==> src/rtl/irq_status_pkg.sv <==
package irq_status_pkg;
  localparam int unsigned STAT_W = 32;
  typedef logic [STAT_W-1:0] stat_vec_t;

  localparam int unsigned BIT_NACK  = 13;
  localparam int unsigned BIT_CTSIC = 19;
  localparam int unsigned BIT_CTS   = 23;

  // sticky flags cleared by the group command
  localparam stat_vec_t GRP_BITS =
      (stat_vec_t'(1) << 2)  | (stat_vec_t'(1) << 5)  | (stat_vec_t'(1) << 6)  |
      (stat_vec_t'(1) << 7)  | (stat_vec_t'(1) << 10) | (stat_vec_t'(1) << 14) |
      (stat_vec_t'(1) << 15) | (stat_vec_t'(63) << 24);

  // level indications passed through
  localparam stat_vec_t LIVE_BITS =
      (stat_vec_t'(3) << 0) | (stat_vec_t'(3) << 3) | (stat_vec_t'(3) << 8) |
      (stat_vec_t'(3) << 11);

  localparam stat_vec_t MASKABLE = GRP_BITS | LIVE_BITS |
                                   (stat_vec_t'(1) << BIT_NACK) |
                                   (stat_vec_t'(1) << BIT_CTSIC);
endpackage

==> src/rtl/irq_mask_reg.sv <==
module irq_mask_reg #(
  parameter int unsigned W   = 32,
  parameter logic [W-1:0] IMP = '1
) (
  input  logic         clk_i,
  input  logic         rst_ni,
  input  logic         set_we_i,
  input  logic [W-1:0] set_i,
  input  logic         clr_we_i,
  input  logic [W-1:0] clr_i,
  output logic [W-1:0] mask_o
);
  logic [W-1:0] set_v, clr_v, mask_q;

  assign set_v = set_we_i ? (set_i & IMP) : '0;
  assign clr_v = clr_we_i ? clr_i : '0;

  // clear applied last: disable wins on collision
  always_ff @(posedge clk_i or negedge rst_ni) begin
    if (!rst_ni) mask_q <= '0;
    else         mask_q <= (mask_q | set_v) & ~clr_v;
  end

  assign mask_o = mask_q;

  p_set_r2: assert property (@(posedge clk_i) disable iff (!rst_ni)
    set_we_i && !clr_we_i |=> (mask_q & $past(set_i & IMP)) == $past(set_i & IMP));

  p_dis_wins_r4: assert property (@(posedge clk_i) disable iff (!rst_ni)
    clr_we_i |=> (mask_q & $past(clr_i)) == '0);

  p_idle_hold_r3: assert property (@(posedge clk_i) disable iff (!rst_ni)
    !set_we_i && !clr_we_i |=> $stable(mask_q));
endmodule

==> src/rtl/irq_sticky_bank.sv <==
module irq_sticky_bank #(
  parameter int unsigned  W        = 32,
  parameter logic [W-1:0] GRP      = '0,
  parameter int unsigned  SOLO_BIT = 0
) (
  input  logic         clk_i,
  input  logic         rst_ni,
  input  logic [W-1:0] evt_i,
  input  logic         grp_clr_i,
  input  logic         solo_clr_i,
  output logic [W-1:0] flag_o
);
  localparam logic [W-1:0] USED = GRP | (W'(1) << SOLO_BIT);

  logic unused_evt;
  assign unused_evt = ^(evt_i & ~USED);

  for (genvar i = 0; i < W; i++) begin : g_bit
    if (GRP[i]) begin : g_grp
      logic f_q;
      always_ff @(posedge clk_i or negedge rst_ni) begin
        if (!rst_ni) f_q <= 1'b0;
        else         f_q <= evt_i[i] | (f_q & ~grp_clr_i);
      end
      assign flag_o[i] = f_q;
    end else if (i == SOLO_BIT) begin : g_solo
      logic f_q;
      always_ff @(posedge clk_i or negedge rst_ni) begin
        if (!rst_ni) f_q <= 1'b0;
        else         f_q <= evt_i[i] | (f_q & ~solo_clr_i);
      end
      assign flag_o[i] = f_q;
    end else begin : g_none
      assign flag_o[i] = 1'b0;
    end
  end

  p_evt_sets_r5: assert property (@(posedge clk_i) disable iff (!rst_ni)
    (evt_i & GRP) != '0 |=> (flag_o & $past(evt_i & GRP)) == $past(evt_i & GRP));

  p_grp_clr_r6: assert property (@(posedge clk_i) disable iff (!rst_ni)
    grp_clr_i && (evt_i & GRP) == '0 |=> (flag_o & GRP) == '0);

  p_solo_keep_r7: assert property (@(posedge clk_i) disable iff (!rst_ni)
    !solo_clr_i && flag_o[SOLO_BIT] |=> flag_o[SOLO_BIT]);

  p_set_beats_clr_r8: assert property (@(posedge clk_i) disable iff (!rst_ni)
    solo_clr_i && evt_i[SOLO_BIT] |=> flag_o[SOLO_BIT]);
endmodule

==> src/rtl/irq_cts_monitor.sv <==
module irq_cts_monitor #(
  parameter int unsigned STAGES  = 2,
  parameter logic        RST_LVL = 1'b1
) (
  input  logic clk_i,
  input  logic rst_ni,
  input  logic cts_i,
  input  logic rd_i,
  output logic level_o,
  output logic change_o
);
  logic [STAGES-1:0] sync_q;
  logic prev_q, chg_q, edge_w;

  always_ff @(posedge clk_i or negedge rst_ni) begin
    if (!rst_ni) begin
      sync_q <= {STAGES{RST_LVL}};
      prev_q <= RST_LVL;
      chg_q  <= 1'b0;
    end else begin
      sync_q <= {sync_q[STAGES-2:0], cts_i};
      prev_q <= sync_q[STAGES-1];
      chg_q  <= edge_w | (chg_q & ~rd_i);
    end
  end

  assign edge_w   = sync_q[STAGES-1] ^ prev_q;
  assign level_o  = sync_q[STAGES-1];
  assign change_o = chg_q;

  p_edge_sets_r9: assert property (@(posedge clk_i) disable iff (!rst_ni)
    edge_w |=> change_o);

  p_read_clears_r9: assert property (@(posedge clk_i) disable iff (!rst_ni)
    rd_i && !edge_w |=> !change_o);
endmodule

==> src/rtl/irq_status_unit.sv <==
module irq_status_unit
  import irq_status_pkg::*;
#(
  parameter int unsigned CTS_STAGES = 2,
  parameter logic        CTS_IDLE   = 1'b1
) (
  input  logic        clk_i,
  input  logic        rst_ni,
  input  logic        en_we_i,
  input  logic [31:0] en_data_i,
  input  logic        dis_we_i,
  input  logic [31:0] dis_data_i,
  output logic [31:0] mask_o,
  input  logic [31:0] evt_i,
  input  logic [31:0] live_i,
  input  logic        grp_clr_i,
  input  logic        nack_clr_i,
  input  logic        cts_i,
  input  logic        stat_rd_i,
  output logic [31:0] status_o,
  output logic        irq_o
);
  stat_vec_t mask_w, sticky_w, status_w;
  logic cts_lvl_w, cts_chg_w, irq_q;
  logic unused_live;

  assign unused_live = ^(live_i & ~LIVE_BITS);

  irq_mask_reg #(.W(STAT_W), .IMP(MASKABLE)) u_mask (
    .clk_i    (clk_i),
    .rst_ni   (rst_ni),
    .set_we_i (en_we_i),
    .set_i    (en_data_i),
    .clr_we_i (dis_we_i),
    .clr_i    (dis_data_i),
    .mask_o   (mask_w)
  );

  irq_sticky_bank #(.W(STAT_W), .GRP(GRP_BITS), .SOLO_BIT(BIT_NACK)) u_sticky (
    .clk_i      (clk_i),
    .rst_ni     (rst_ni),
    .evt_i      (evt_i),
    .grp_clr_i  (grp_clr_i),
    .solo_clr_i (nack_clr_i),
    .flag_o     (sticky_w)
  );

  irq_cts_monitor #(.STAGES(CTS_STAGES), .RST_LVL(CTS_IDLE)) u_cts (
    .clk_i    (clk_i),
    .rst_ni   (rst_ni),
    .cts_i    (cts_i),
    .rd_i     (stat_rd_i),
    .level_o  (cts_lvl_w),
    .change_o (cts_chg_w)
  );

  always_comb begin
    status_w            = (live_i & LIVE_BITS) | sticky_w;
    status_w[BIT_CTSIC] = cts_chg_w;
    status_w[BIT_CTS]   = cts_lvl_w;
  end

  always_ff @(posedge clk_i or negedge rst_ni) begin
    if (!rst_ni) irq_q <= 1'b0;
    else         irq_q <= |(status_w & mask_w);
  end

  assign mask_o   = mask_w;
  assign status_o = status_w;
  assign irq_o    = irq_q;

  p_irq_low_r11: assert property (@(posedge clk_i) disable iff (!rst_ni)
    (status_o & mask_o) == '0 |=> !irq_o);

  p_irq_high_r11: assert property (@(posedge clk_i) disable iff (!rst_ni)
    (status_o & mask_o) != '0 |=> irq_o);

  p_mask_impl_r12: assert property (@(posedge clk_i) disable iff (!rst_ni)
    en_we_i |=> (mask_o & ~$past(mask_o) & ~MASKABLE) == '0);
endmodule

==> config.mk <==
export PLATFORM = sky130hd
export DESIGN_NAME = irq_status_unit
export DESIGN_NICKNAME = d
export VERILOG_FILES = /design/src/rtl/irq_status_pkg.sv /design/src/rtl/irq_mask_reg.sv /design/src/rtl/irq_sticky_bank.sv /design/src/rtl/irq_cts_monitor.sv /design/src/rtl/irq_status_unit.sv
export SDC_FILE = /design/constraint.sdc
export NUM_CORES = 1
export LEC_CHECK = 0
export BUFFER_PORTS_ARGS = -buffer_cell sky130_fd_sc_hd__buf_2
export CORE_MARGIN = 5
export CORE_UTILIZATION = 36
export CTS_CLUSTER_SIZE = 10
export DETAILED_ROUTE_END_ITERATION = 6
export GPL_TIMING_DRIVEN = 1
export PLACE_DENSITY = 0.76
export SYNTH_ARGS = -nofsm -noshare
export SYNTH_HDL_FRONTEND = slang
export SYNTH_SLANG_ARGS = --single-unit
export TNS_END_PERCENT = 30
==> constraint.sdc <==
create_clock -name clk_i -period 1.55 [get_ports clk_i]
set_clock_uncertainty 0.05 [all_clocks]
set_input_delay 0.31 -clock clk_i [delete_from_list [all_inputs] [get_ports clk_i]]
set_output_delay 0.31 -clock clk_i [all_outputs]
set_load 0.05 [all_outputs]
Word level (Yosys, flattened, before mapping)

Index checks and enable logic that the tools add are counted.

Bitwise gates (word level): 39
Reduce and logical (&&, ||, !) cells: 1
Muxes and demuxes: 2

Operators with widths:

| operator                                        | number |
|---|---|
| 30-bit by 32-bit bitwise AND with 32-bit output | 1 |
| 32-bit bitwise AND                              | 1 |
| 32-bit two-way mux                              | 1 |
| 32-bit inverter                                 | 1 |
| 32-bit bitwise OR                               | 1 |
| 32-bit OR reduction                             | 1 |
| 30-bit two-way mux                              | 1 |
| 13-bit by 30-bit bitwise OR with 30-bit output  | 1 |
| 1-bit bitwise AND                               | 15 |
| 1-bit bitwise OR                                | 15 |
| 1-bit inverter                                  | 3 |
| 1-bit bitwise XOR                               | 1 |

Register bits after elaboration: 51

Logic depth before layout (Yosys ltp)

Word-level depth: 3
Depth in mapped cells: 3
Gate-level depth less buffers: 3

Modules after synthesis

Synthesis repeated with hierarchy kept, for this count alone.

Cells, all modules: 193
Area total of the unflattened synthesis: 2227.1 um^2

Modules (own cells, without submodules):

| module          | cells each | seq. area each (um^2) | area each (um^2) | instances |
|---|---|---|---|---|
| irq_mask_reg    | 92         | 800.8                 | 1136.1           | 1 |
| irq_sticky_bank | 64         | 350.3                 | 721.9            | 1 |
| irq_status_unit | 30         | 25.0                  | 247.7            | 1 |
| irq_cts_monitor | 7          | 103.8                 | 121.4            | 1 |

Least setup slack after synthesis

Ideal clock, no wire load.

Path kind: flip-flop to flip-flop
From: register u_mask.mask_q[10], in the netlist u_mask.mask_o[10]
To: register irq_q, in the netlist irq_o
Path buffers: 0
Setup time: 0.131 ns
Cell stages (with the launch flop): 4
Path slack: 0.143 ns
Arrival: 1.226 ns
Clock period less this slack: 1.407 ns
Cells stage by stage: dfrtp_1 -> a22oi_1 -> nand4_1 -> or3_1

Word-level cells in the longest chain between the ends: 2

Ends and longest elaborated chain:

| element                                         | line                  | text |
|---|---|---|
| start, declared                                 | irq_mask_reg.sv:13    | `logic [W-1:0] set_v, clr_v, mask_q;` |
| start signal, assigned                          | irq_mask_reg.sv:21    | `else mask_q <= (mask_q \| set_v) & ~clr_v;` |
| 30-bit by 32-bit bitwise AND with 32-bit output | irq_status_unit.sv:65 | `else irq_q <= \|(status_w & mask_w);` |
| 32-bit OR reduction                             | irq_status_unit.sv:65 |  |
| end signal, assigned                            | irq_status_unit.sv:65 |  |
| end, declared                                   | irq_status_unit.sv:24 | `logic cts_lvl_w, cts_chg_w, irq_q;` |

No other way between the ends.

Final worst setup path

From: register u_cts.sync_q[1]
To: output port status_o[23]

RTL lines:

| element                | line                  | text |
|---|---|---|
| start, declared        | irq_cts_monitor.sv:12 | `logic [STAGES-1:0] sync_q;` |
| start signal, assigned | irq_cts_monitor.sv:17 | `sync_q <= {STAGES{RST_LVL}};` |
| start signal, assigned | irq_cts_monitor.sv:21 | `sync_q <= {sync_q[STAGES-2:0], cts_i};` |
| end, declared          | irq_status_unit.sv:20 | `output logic [31:0] status_o,` |

No word-level cell between the ends.

==> results.yml <==
synth:
  synth_compound_gate_area_share_pct: 24.20
  synth_xor_xnor_area_share_pct: 0.4162
  ys_types: 17
  combinational_family_with_the_most_area_after_synthesis: "compound AO/OA/AOI/OAI gates"
  synth.yosys.warnings: 0
  ys_ff_latch: 51
  synth_area_per_cell_um2: 11.69
  ys_seq_area_share_pct: 60.82
  synth.area.mux_share_pct: 0
  synth_simple_gate_area_share_pct: 1.189
  synthesized_netlist_cell_count: 180
  yosys.area_share.adder_pct: 0
  mappedNetlistArea_um2: 2105
sta:
  fmaxAchievable_mhz: 672.0
  setup_tns_ps: 0
  worst-slew-pin-transition_ps: 618.4
  timing.final.crit_share_pct: 96.00
  fin_hold_ws_ps: 59.44
  setup_viol: 0
  maxSlewHeadroom_pct: 58.77
  timing.final.hold_violations: 0
  rsz0062_at_grt: "false"
  report.final.slew_viol_count: 0
  layout_min_cycle_time_ps: 1488
worst_setup_path:
  startpoint_to_endpoint_class_of_the_critical_path: "flip-flop to output pin"
  r2r_worst_path_depth: 3
  cell_type_group_with_the_largest_total_delay_on_the_critical_path: "flip-flops"
  worstSetupStartpointType: "flip-flop"
  r2r_end: "irq_o$_DFF_PN0_"
  critical-path-slowest-cell: "dfstp_2"
  crit_path_end_kind: "output pin"
  ordered_cell_list_for_the_critical_path: "buf_2"
  timing.critical_path.arrival_ps: 1130
  r2r_setup_slack_ps: 230
  largest_stage_delay_on_the_critical_path_ps: 570
  worst_ep_required_time_ps: 1190
  critical_path_peak_fanout: 4
  critical_path_buf_inv_count: 1
  r2r_start: "u_mask.mask_o[4]$_DFF_PN0_"
detailed_routing:
  detail_route.wl_per_cell_um: 15.33
  drc: 0
  total_wire_length_after_detailed_routing_um: 5687
  via_per_inst: 4.760
  antenna_violating_nets_post_route: 0
  dr.first_iter.drc_count: 28
  vias: 1766
  detailedRoute.firstPassIterationCount: 4
layout:
  layout_commonest_cell: "buf_2"
  final-seq-area_um2: 1280
  area_of_combinational_cells_with_multiple_inputs_um2: 573.1
  synth_to_layout_area_growth_pct: 31.99
  finish.instance_area_um2: 2778
  layout.filler_cells: 554
  finalNetCount: 435
  final_layout_size_suffix_gt1_share_pct: 51.84
  layout.cells.non_filler: 371
  n_antenna_cell: 0
  layout.cells.most_common_list: "141 x buf_2, 48 x dfrtp_1, 46 x a21oi_1, 13 x a21o_1, 10 x a22oi_1"
floorplanning:
  ioPinCount: 201
  fp.coreArea_um2: 5608
  std_cell_rows: 27
  floorplan.die.height_um: 86.46
  start_util_pct: 37.53
  die-area_um2: 7475
  fp.dieW_um: 86.46
cts:
  postCtsSetupBuffers: 0
  path_clk_slew_ps: 80
  buffer_depth_of_the_longest_clock_path: 2
  root_buffer: "clkbuf_8"
  cts_sinks: 51
  htreeDepth: 2
  clock_latency_reported_for_the_late_side_of_the_worst_skew_pair_ps: 290
  numCtsBuffers: 5
  clock_tree_from_tritoncts: "built"
global_routing:
  grt_antenna_before_repair: 0
  global_route.usage.total_pct: 14.52
  via_count_of_the_first_global_routing_pass: 1789
  wire_length_of_the_first_global_routing_pass_um: 8459
  grt_remaining_overflow: 0
  grt_start_max_net_pins: 52
min_path:
  holdPathEnd: "u_cts.sync_q[0]$_DFF_PN1_"
  hp-start: "cts_i"
  min-delay-path-class: "input port to flip-flop"
  holdPathStages: 1
power_and_ir_drop:
  clockPowerShare_pct: 23.6
  leakage_uw: 0.001475
  totalPowerFinal_uw: 3117
  switching_power_of_the_nets_uw: 1099
  comb_power_share_pct: 27.7
  power.switching_fraction_pct: 35.25
  pwr-share-seq_pct: 48.6
  max-vdd-ir-drop_uv: 617.2
  powerDensity_nw_per_um2: 1122
  intPower_uw: 2018
run:
  maxCapViolCount: 0
place:
  detailedPlacementHpwl_um: 4465
  placement.io_buffers: 141
  placedCellCount: 363
  placer_congestion: 0.7787
  post_dp_cell_area_um2: 2680
status:
  run_status: "completed"
==> timing repair <==
item / CTS / global route
hold endpoints to repair: 48 / 0
hold buffers: 1 / 0
resized for setup: 0 / 0
==> layer usage <==
layer  GRT usage [%]  share of wire [%]
met5               0                  0
met4           3.824                1.5
met3           4.563                 11
met2           25.59                 50
met1           17.05                 38
==> cell usage after synthesis <==
cell | count | area share, %
dfrtp_1 | 48 | 57
a21oi_1 | 46 | 11
buf_4 | 32 | 11
a21o_1 | 13 | 4.6
a22oi_1 | 10 | 3.6
a21boi_0 | 9 | 3.2
buf_2 | 3 | 0.71
clkbuf_1 | 3 | 0.54
dfstp_2 | 3 | 3.7
inv_1 | 3 | 0.54
nand4_1 | 3 | 0.89
a22oi_2 | 2 | 1.2
a21o_2 | 1 | 0.42
conb_1 | 1 | 0.18
o21ai_0 | 1 | 0.24
or3_1 | 1 | 0.30
xnor2_1 | 1 | 0.42
==> stage by stage <==
step | util [%] | setup WS, ps
floorplan | - | 143.1
global placement | 47.79 | 208.5
detailed placement | 47.79 | 190.9
CTS | 49.53 | 34.14
global route | 49.53 | 8.049
finish | 49.53 | 61.99
==> final cells by class <==
| type | instances | area share (%) |
|---|---|---|
| Timing Repair Buffer | 143 | 26.49 |
| Multi-Input combinational cell | 95 | 20.63 |
| Clock buffer | 6 | 2.973 |
| Tap cell | 72 | 3.243 |
| Sequential cell | 51 | 46.08 |
| Inverter | 3 | 0.4054 |
| Clock inverter | 1 | 0.1802 |
==> how the worst max path moves through the flow <==
stage | start | endpoint | slack [ps] | cells past startpoint
floorplan | u_mask.mask_o[10]$_DFF_PN0_ | irq_o$_DFF_PN0_ | 140 | 3
CTS | u_cts.sync_q[1]$_DFF_PN1_ | status_o[23] | 30 | 1
detailed placement | live_i[4] | irq_o$_DFF_PN0_ | 190 | 4
finish | u_cts.sync_q[1]$_DFF_PN1_ | status_o[23] | 60 | 1
global route | u_cts.sync_q[1]$_DFF_PN1_ | status_o[23] | 8 | 1
global placement | live_i[0] | irq_o$_DFF_PN0_ | 210 | 4
==> sequential cells by signal, indices dropped and copies added, names as in the netlist <==
name	flops
u_mask.mask_o	32
u_sticky.g_bit.g_grp.f_q	13
u_cts.sync_q	2
irq_o	1
u_cts.change_o	1
u_cts.prev_q	1
u_sticky.g_bit.g_solo.f_q	1
==> power by group through the flow <==
stage	Sequential, uW	Clock [uW]	Combinational, uW
2_1_floorplan	1770	0	404
3_5_place_dp	1540	0	874
4_1_cts	1520	783	878
5_1_grt	1530	829	919
3_3_place_gp	1540	0	864
6_report	1520	737	865
==> cells by family after synthesis <==
family,Yosys count
AO/OA/AOI/OAI,82
XOR/XNOR,1
buffers and inverters,41
flip-flops,51
other,1
AND/OR/NAND/NOR,4
Power figures use the tool's default switching activity.
